### config.mk
export PLATFORM = sky130hd
export DESIGN_NAME = mc_outer_bank
export DESIGN_NICKNAME = d
export VERILOG_FILES = /design/src/rtl/mc_outer_bank_pkg.sv /design/src/rtl/mc_outer_regfile.sv /design/src/rtl/mc_chr_path.sv /design/src/rtl/mc_prg_path.sv /design/src/rtl/mc_outer_bank.sv
export SDC_FILE = /design/constraint.sdc
export NUM_CORES = 1
export LEC_CHECK = 0
export ABC_AREA = 1
export ABC_CLOCK_PERIOD_IN_PS = 1550
export BUFFER_PORTS_ARGS = -buffer_cell sky130_fd_sc_hd__buf_4
export CORE_UTILIZATION = 40
export CTS_CLUSTER_SIZE = 12
export DETAILED_ROUTE_END_ITERATION = 12
export PLACE_DENSITY = 0.69
export REMOVE_ABC_BUFFERS = 1
export SLEW_MARGIN = 15
export SYNTH_ARGS = -nofsm -noshare
export SYNTH_HDL_FRONTEND = slang
export SYNTH_SLANG_ARGS = --single-unit
### constraint.sdc
create_clock -name clk -period 1.55 [get_ports clk]
set_clock_uncertainty 0.1 [all_clocks]
set_input_delay 0.2325 -clock clk [delete_from_list [all_inputs] [get_ports clk]]
set_output_delay 0.2325 -clock clk [all_outputs]
set_load 0.005 [all_outputs]
### src/rtl/mc_outer_bank_pkg.sv
package mc_outer_bank_pkg;

    // Width of one outer register and of one inner bank number
    localparam int OB_W = 8;

    // Number of outer registers, and the bits of the write pointer
    localparam int OB_SLOTS = 4;
    localparam int OB_IDX_W = $clog2(OB_SLOTS);

    // Bit positions inside the control slots
    localparam int OB_LOCK_BIT  = 6;
    localparam int OB_PRG_MSK_W = 6;
    localparam int OB_CHR_SEL_W = 3;
    localparam int OB_CHR_HI    = 4;

    // Slot roles
    localparam int SLOT_CHR_BASE = 0;
    localparam int SLOT_PRG_BASE = 1;
    localparam int SLOT_CHR_CTL  = 2;
    localparam int SLOT_PRG_CTL  = 3;

    typedef enum logic {
        WIN_OPEN   = 1'b0,
        WIN_LOCKED = 1'b1
    } win_state_t;

endpackage

### src/rtl/mc_outer_regfile.sv
module mc_outer_regfile
    import mc_outer_bank_pkg::*;
#(
    parameter int ADDR_W  = 16,
    parameter int W       = OB_W,
    parameter int WIN_LO  = 'h6000,
    parameter int WIN_HI  = 'h7FFF
) (
    input  logic              clk,
    input  logic              rst_n,
    input  logic              wr_en,
    input  logic [ADDR_W-1:0] wr_addr,
    input  logic [W-1:0]      wr_data,
    output logic [W-1:0]      slot0,
    output logic [W-1:0]      slot1,
    output logic [W-1:0]      slot2,
    output logic [W-1:0]      slot3
);

    localparam logic [OB_IDX_W-1:0] LAST_IDX = OB_IDX_W'(OB_SLOTS - 1);

    win_state_t          st_q;
    win_state_t          st_d;
    logic [OB_IDX_W-1:0] idx_q;
    logic                in_win;
    logic                take;
    logic [W-1:0]        slot_q [OB_SLOTS];

    always_comb begin
        in_win = (int'(wr_addr) >= WIN_LO) && (int'(wr_addr) <= WIN_HI);
    end

    // State register
    always_ff @(posedge clk) begin
        if (!rst_n) begin
            st_q <= WIN_OPEN;
        end else begin
            st_q <= st_d;
        end
    end

    // Next state and outputs
    always_comb begin
        st_d = st_q;
        take = 1'b0;
        unique case (st_q)
            WIN_OPEN: begin
                take = wr_en && in_win;
                if (take && (idx_q == LAST_IDX) && wr_data[OB_LOCK_BIT]) begin
                    st_d = WIN_LOCKED;
                end
            end
            WIN_LOCKED: begin
                st_d = WIN_LOCKED;
            end
        endcase
    end

    always_ff @(posedge clk) begin
        if (!rst_n) begin
            idx_q <= '0;
        end else if (take) begin
            idx_q <= idx_q + 1'b1;
        end
    end

    for (genvar g = 0; g < OB_SLOTS; g++) begin : g_slot
        always_ff @(posedge clk) begin
            if (!rst_n) begin
                slot_q[g] <= '0;
            end else if (take && (idx_q == OB_IDX_W'(g))) begin
                slot_q[g] <= wr_data;
            end
        end
    end

    assign slot0 = slot_q[0];
    assign slot1 = slot_q[1];
    assign slot2 = slot_q[2];
    assign slot3 = slot_q[3];

    // pointer steps by one after every taken write
    assert_idx_step_R1: assert property (@(posedge clk) disable iff (!rst_n)
        take |=> (idx_q == $past(idx_q) + 1'b1));

    // a write outside the window leaves the pointer where it was
    assert_outside_ignored_R2: assert property (@(posedge clk) disable iff (!rst_n)
        (wr_en && !in_win) |=> $stable(idx_q));

    // the locked state holds and freezes the pointer
    assert_lock_freeze_R3: assert property (@(posedge clk) disable iff (!rst_n)
        (st_q == WIN_LOCKED) |=> ((st_q == WIN_LOCKED) && $stable(idx_q)));

    // reset clears the pointer and the lock
    assert_reset_clear_R4: assert property (@(posedge clk)
        !rst_n |=> ((idx_q == '0) && (st_q == WIN_OPEN)));

endmodule

### src/rtl/mc_chr_path.sv
module mc_chr_path
    import mc_outer_bank_pkg::*;
#(
    parameter int W = OB_W
) (
    input  logic [W-1:0] inner,
    input  logic [W-1:0] base,
    input  logic [W-1:0] ctl,
    output logic [W:0]   bank
);

    logic [OB_CHR_SEL_W-1:0] sel;
    logic [W-1:0]            keep;

    assign sel = ctl[OB_CHR_SEL_W-1:0];

    // Thermometer mask: bit i survives when i <= sel
    for (genvar i = 0; i < W; i++) begin : g_mask
        assign keep[i] = (i <= int'(sel));
    end

    assign bank = {ctl[OB_CHR_HI], (inner & keep) | base};

endmodule

### src/rtl/mc_prg_path.sv
module mc_prg_path
    import mc_outer_bank_pkg::*;
#(
    parameter int W = OB_W
) (
    input  logic [W-1:0] inner,
    input  logic [W-1:0] base,
    input  logic [W-1:0] ctl,
    output logic [W-1:0] bank
);

    localparam int HI_W = W - OB_PRG_MSK_W;

    logic [W-1:0] keep;

    assign keep = {{HI_W{1'b0}}, ~ctl[OB_PRG_MSK_W-1:0]};
    assign bank = (inner & keep) | base;

endmodule

### src/rtl/mc_outer_bank.sv
module mc_outer_bank
    import mc_outer_bank_pkg::*;
#(
    parameter int ADDR_W = 16,
    parameter int W      = OB_W
) (
    input  logic              clk,
    input  logic              rst_n,
    input  logic              cpu_wr,
    input  logic [ADDR_W-1:0] cpu_addr,
    input  logic [W-1:0]      cpu_data,
    input  logic [W-1:0]      prg_in,
    input  logic [W-1:0]      chr_in,
    output logic [W-1:0]      prg_out,
    output logic [W:0]        chr_out
);

    logic [W-1:0] chr_base;
    logic [W-1:0] prg_base;
    logic [W-1:0] chr_ctl;
    logic [W-1:0] prg_ctl;

    mc_outer_regfile #(.ADDR_W(ADDR_W), .W(W)) u_regs (
        .clk    (clk),
        .rst_n  (rst_n),
        .wr_en  (cpu_wr),
        .wr_addr(cpu_addr),
        .wr_data(cpu_data),
        .slot0  (chr_base),
        .slot1  (prg_base),
        .slot2  (chr_ctl),
        .slot3  (prg_ctl)
    );

    mc_chr_path #(.W(W)) u_chr (
        .inner(chr_in),
        .base (chr_base),
        .ctl  (chr_ctl),
        .bank (chr_out)
    );

    mc_prg_path #(.W(W)) u_prg (
        .inner(prg_in),
        .base (prg_base),
        .ctl  (prg_ctl),
        .bank (prg_out)
    );

    // the final program bank always contains the slot 1 base
    assert_prg_base_R8: assert property (@(posedge clk) disable iff (!rst_n)
        ((prg_out & prg_base) == prg_base));

    // character bank bit 8 tracks slot 2 bit 4, low byte holds the base
    assert_chr_base_R6: assert property (@(posedge clk) disable iff (!rst_n)
        ((chr_out[W] == chr_ctl[OB_CHR_HI]) && ((chr_out[W-1:0] & chr_base) == chr_base)));

endmodule

==> flow_summary.yaml <==
global_route:
  met3_usage_pct: 5.33
  met1_usage_pct: 17.7
  grt_pass1_wl_microns: 5220
  grt_usage_pct: 17.7
  grt_pass1_vias: 1209
  met2_usage_pct: 33.7
  grt_busiest_layer: "met2"
  antenna_found_initial: 0
  gr-total-overflow: 0
  grt_start_max_net_pins: 12
clock_network:
  cts_buffer_depth: 2
  clk_pin_slew_worst_paths_ns: 0.09
  clock_latency_ns: 0.31
  ctsRootBufferMaster: "clkbuf_4"
  cts_tree: "done"
  cts_buffers: 5
  cts_max_level: 2
  cts.sink_count: 29
timing:
  finalHoldViolCount: 0
  rsz0062_at_grt: "true"
  slew_headroom_pct: 79.1
  fmax_mhz: 623
  timing.final.max_slew_violations: 0
  setup_tns_ns: -0.200
  worstMarginPinSlew_ns: 0.313
  finalSetupViolations: 6
  finalCriticalPeriod_ns: 1.61
  fin_ws_ns: -0.0564
  finalCritPeriodShare_pct: 104
  whs_ns: 0.136
cells_and_area:
  regArea_sq_um: 841
  fill_cells: 323
  multi_input_area_sq_um: 484
  fin_util_pct: 57.5
  diodes: 0
  area_growth_pct: 35.1
  final_area_sq_mm: 0.00196
  drive_gt1_share_pct: 35.7
  nets: 242
floorplanning:
  core-area_sq_mm: 0.00342
  dieWidth_microns: 62.3
  fp.dieArea_sq_mm: 0.00388
  initial_core_util_pct: 42.5
  io_pins: 60
  die_y_microns: 62.3
  placementRows: 21
logic_synthesis:
  ys_seq_area_share_pct: 57.9
  synth_area_leader_cell: "edfxtp_1"
  yosys_warnings: 0
  netlist_area_sq_mm: 0.00145
  synth_top_area_share_pct: 53.7
  ys_ff_latch: 29
  synth.distinct_cells: 19
  syn_inst: 141
  synthTopCellsByArea: "edfxtp_1, nor2_1, inv_1"
  synth.avg_cell_area_sq_um: 10.3
drt:
  drc: 0
  routed_via_density: 4.64
  postRouteAntennaNets: 0
  finalWirelength_microns: 3000
  wl_per_cell_microns: 12.4
  vias: 1124
  firstDrtPassIters: 4
  drt_iter0_drc: 21
run_status:
  violations: "setup timing"
  status: "complete, but fails checks"
pwr:
  leakage_nw: 0.925
  power_density_mw_per_mm2: 766
  max-vdd-ir-drop_v: 0.000451
worst_hold_path:
  hold_depth: 3
  hold_path.class: "in -> reg"
  hold_end: "u_regs.slot_q[1][7]$_SDFFCE_PN0P_"
  worst_hold_startpoint: "cpu_data[7]"
critical_path:
  crit_path_start_kind: "register"
  worst-setup-path-type: "reg -> out"
  r2r_start: "u_regs.idx_q[0]$_SDFFE_PN0N_"
  endpoint_kind: "output port"
  cp_max_fo: 5
  worstPathArrival_ns: 1.27
  crit_required_ns: 1.22
  reg2reg_depth: 3
  r2r_end: "u_regs.slot_q[3][5]$_SDFFCE_PN0P_"
  r2r_setup_slack_ns: 0.13
placed_design:
  port_buffers: 44
  dpl-instance-area_sq_mm: 0.00184
  place.gp.congestion: 0.733
  dp_hpwl_microns: 2250
job:
  drv_cap: 0
==> per-layer routing <==
layer | up-vias | share of wire, %
met4 | 0 | 1.5
met1 | 525 | 38
met5 | - | 0
met2 | 35 | 56
li1 | 558 | -
met3 | 6 | 4.9
==> worst max path at each step <==
| stage | startpoint | to | depth (start not counted) | slack [ns] |
|---|---|---|---|---|
| finish | u_regs.slot_q[2][2]$_SDFFCE_PN0P_ | chr_out[6] | 3 | -0.06 |
| detailed placement | cpu_addr[15] | u_regs.slot_q[0][1]$_SDFFCE_PN0P_ | 6 | 0.004 |
| global route | u_regs.slot_q[2][2]$_SDFFCE_PN0P_ | chr_out[6] | 3 | -0.12 |
| global placement | cpu_addr[15] | u_regs.slot_q[0][2]$_SDFFCE_PN0P_ | 6 | 0.04 |
| CTS | u_regs.slot_q[2][1]$_SDFFCE_PN0P_ | chr_out[6] | 3 | -0.07 |
| floorplan | cpu_wr | u_regs.slot_q[0][0]$_SDFFCE_PN0P_ | 4 | 0.06 |
==> Yosys cell counts (all sizes together) <==
cell / number
nand3: 7
o21bai: 8
nor2: 31
a21boi: 1
buf: 6
a31o: 1
dfxtp: 3
ha: 4
o31ai: 1
nand2: 18
o21ai: 1
or2: 1
a21o: 2
edfxtp: 26
inv: 27
nand4: 4
==> cell usage in the layout (no fill, tap or decap), drive strengths merged, types with 2 or more instances in the layout <==
master and n:
ha 4, nor2 31, nand2 18, clkbuf 5, o21bai 8, clkinv 3
edfxtp 26, inv 27, buf 53, a21o 2, nand4 4, nand3 7
dfxtp 3
==> flip-flops by register name (all words and copies together) (netlist names) <==
register	flops
u_regs.idx_q	2
u_regs.st_q	1
u_regs.slot_q	26
==> through the flow <==
stage | cells | setup WS (ns) | total power, mW
5_1_grt | 242 | -0.121 | 1.58
2_1_floorplan | 135 | 0.0582 | 0.973
3_5_place_dp | 230 | 0.00362 | 1.10
4_1_cts | 241 | -0.0680 | 1.51
6_report | 242 | -0.0564 | 1.50
3_3_place_gp | 230 | 0.0406 | 1.09
==> cell type report <==
type	count	area share (%)
clock buffers	5	1.91
inverters	27	5.16
multi-input cells	79	24.7
flip-flops and latches	29	42.8
clock inverters	3	0.637
repair buffers	53	21.9
well taps	46	2.93
==> power breakdown <==
part	switching (mW)	internal (mW)	total (mW)
clock	0.243	0.164	0.407
combinational	0.0903	0.117	0.207
sequential	0.0125	0.877	0.890
total	0.346	1.16	1.50
==> cells by family after synthesis <==
family	count (synthesis)	share of synthesized area (%)
and+or+nand+nor	61	20.9
AOI/OAI and AO/OA	14	7.15
DFF	29	57.9
adders and majority gates	4	3.45
buffers and inverters	33	10.6
==> timing repair <==
| item | 4_1_cts | 5_1_grt |
|---|---|---|
| pin swaps | 3 | 3 |
| hold buffers | 0 | 0 |
| gates resized for setup | 5 | 6 |
| endpoints found under the setup margin | 4 | 15 |
| setup buffers | 3 | 1 |
==> worst max-delay path, cell delays in order (launching register included) <==
cell and delay, ns:
edfxtp_1 0.48, buf_6 0.17, a31o_4 0.21, buf_6 0.11
Note: power is estimated with default switching activity, not from simulation.
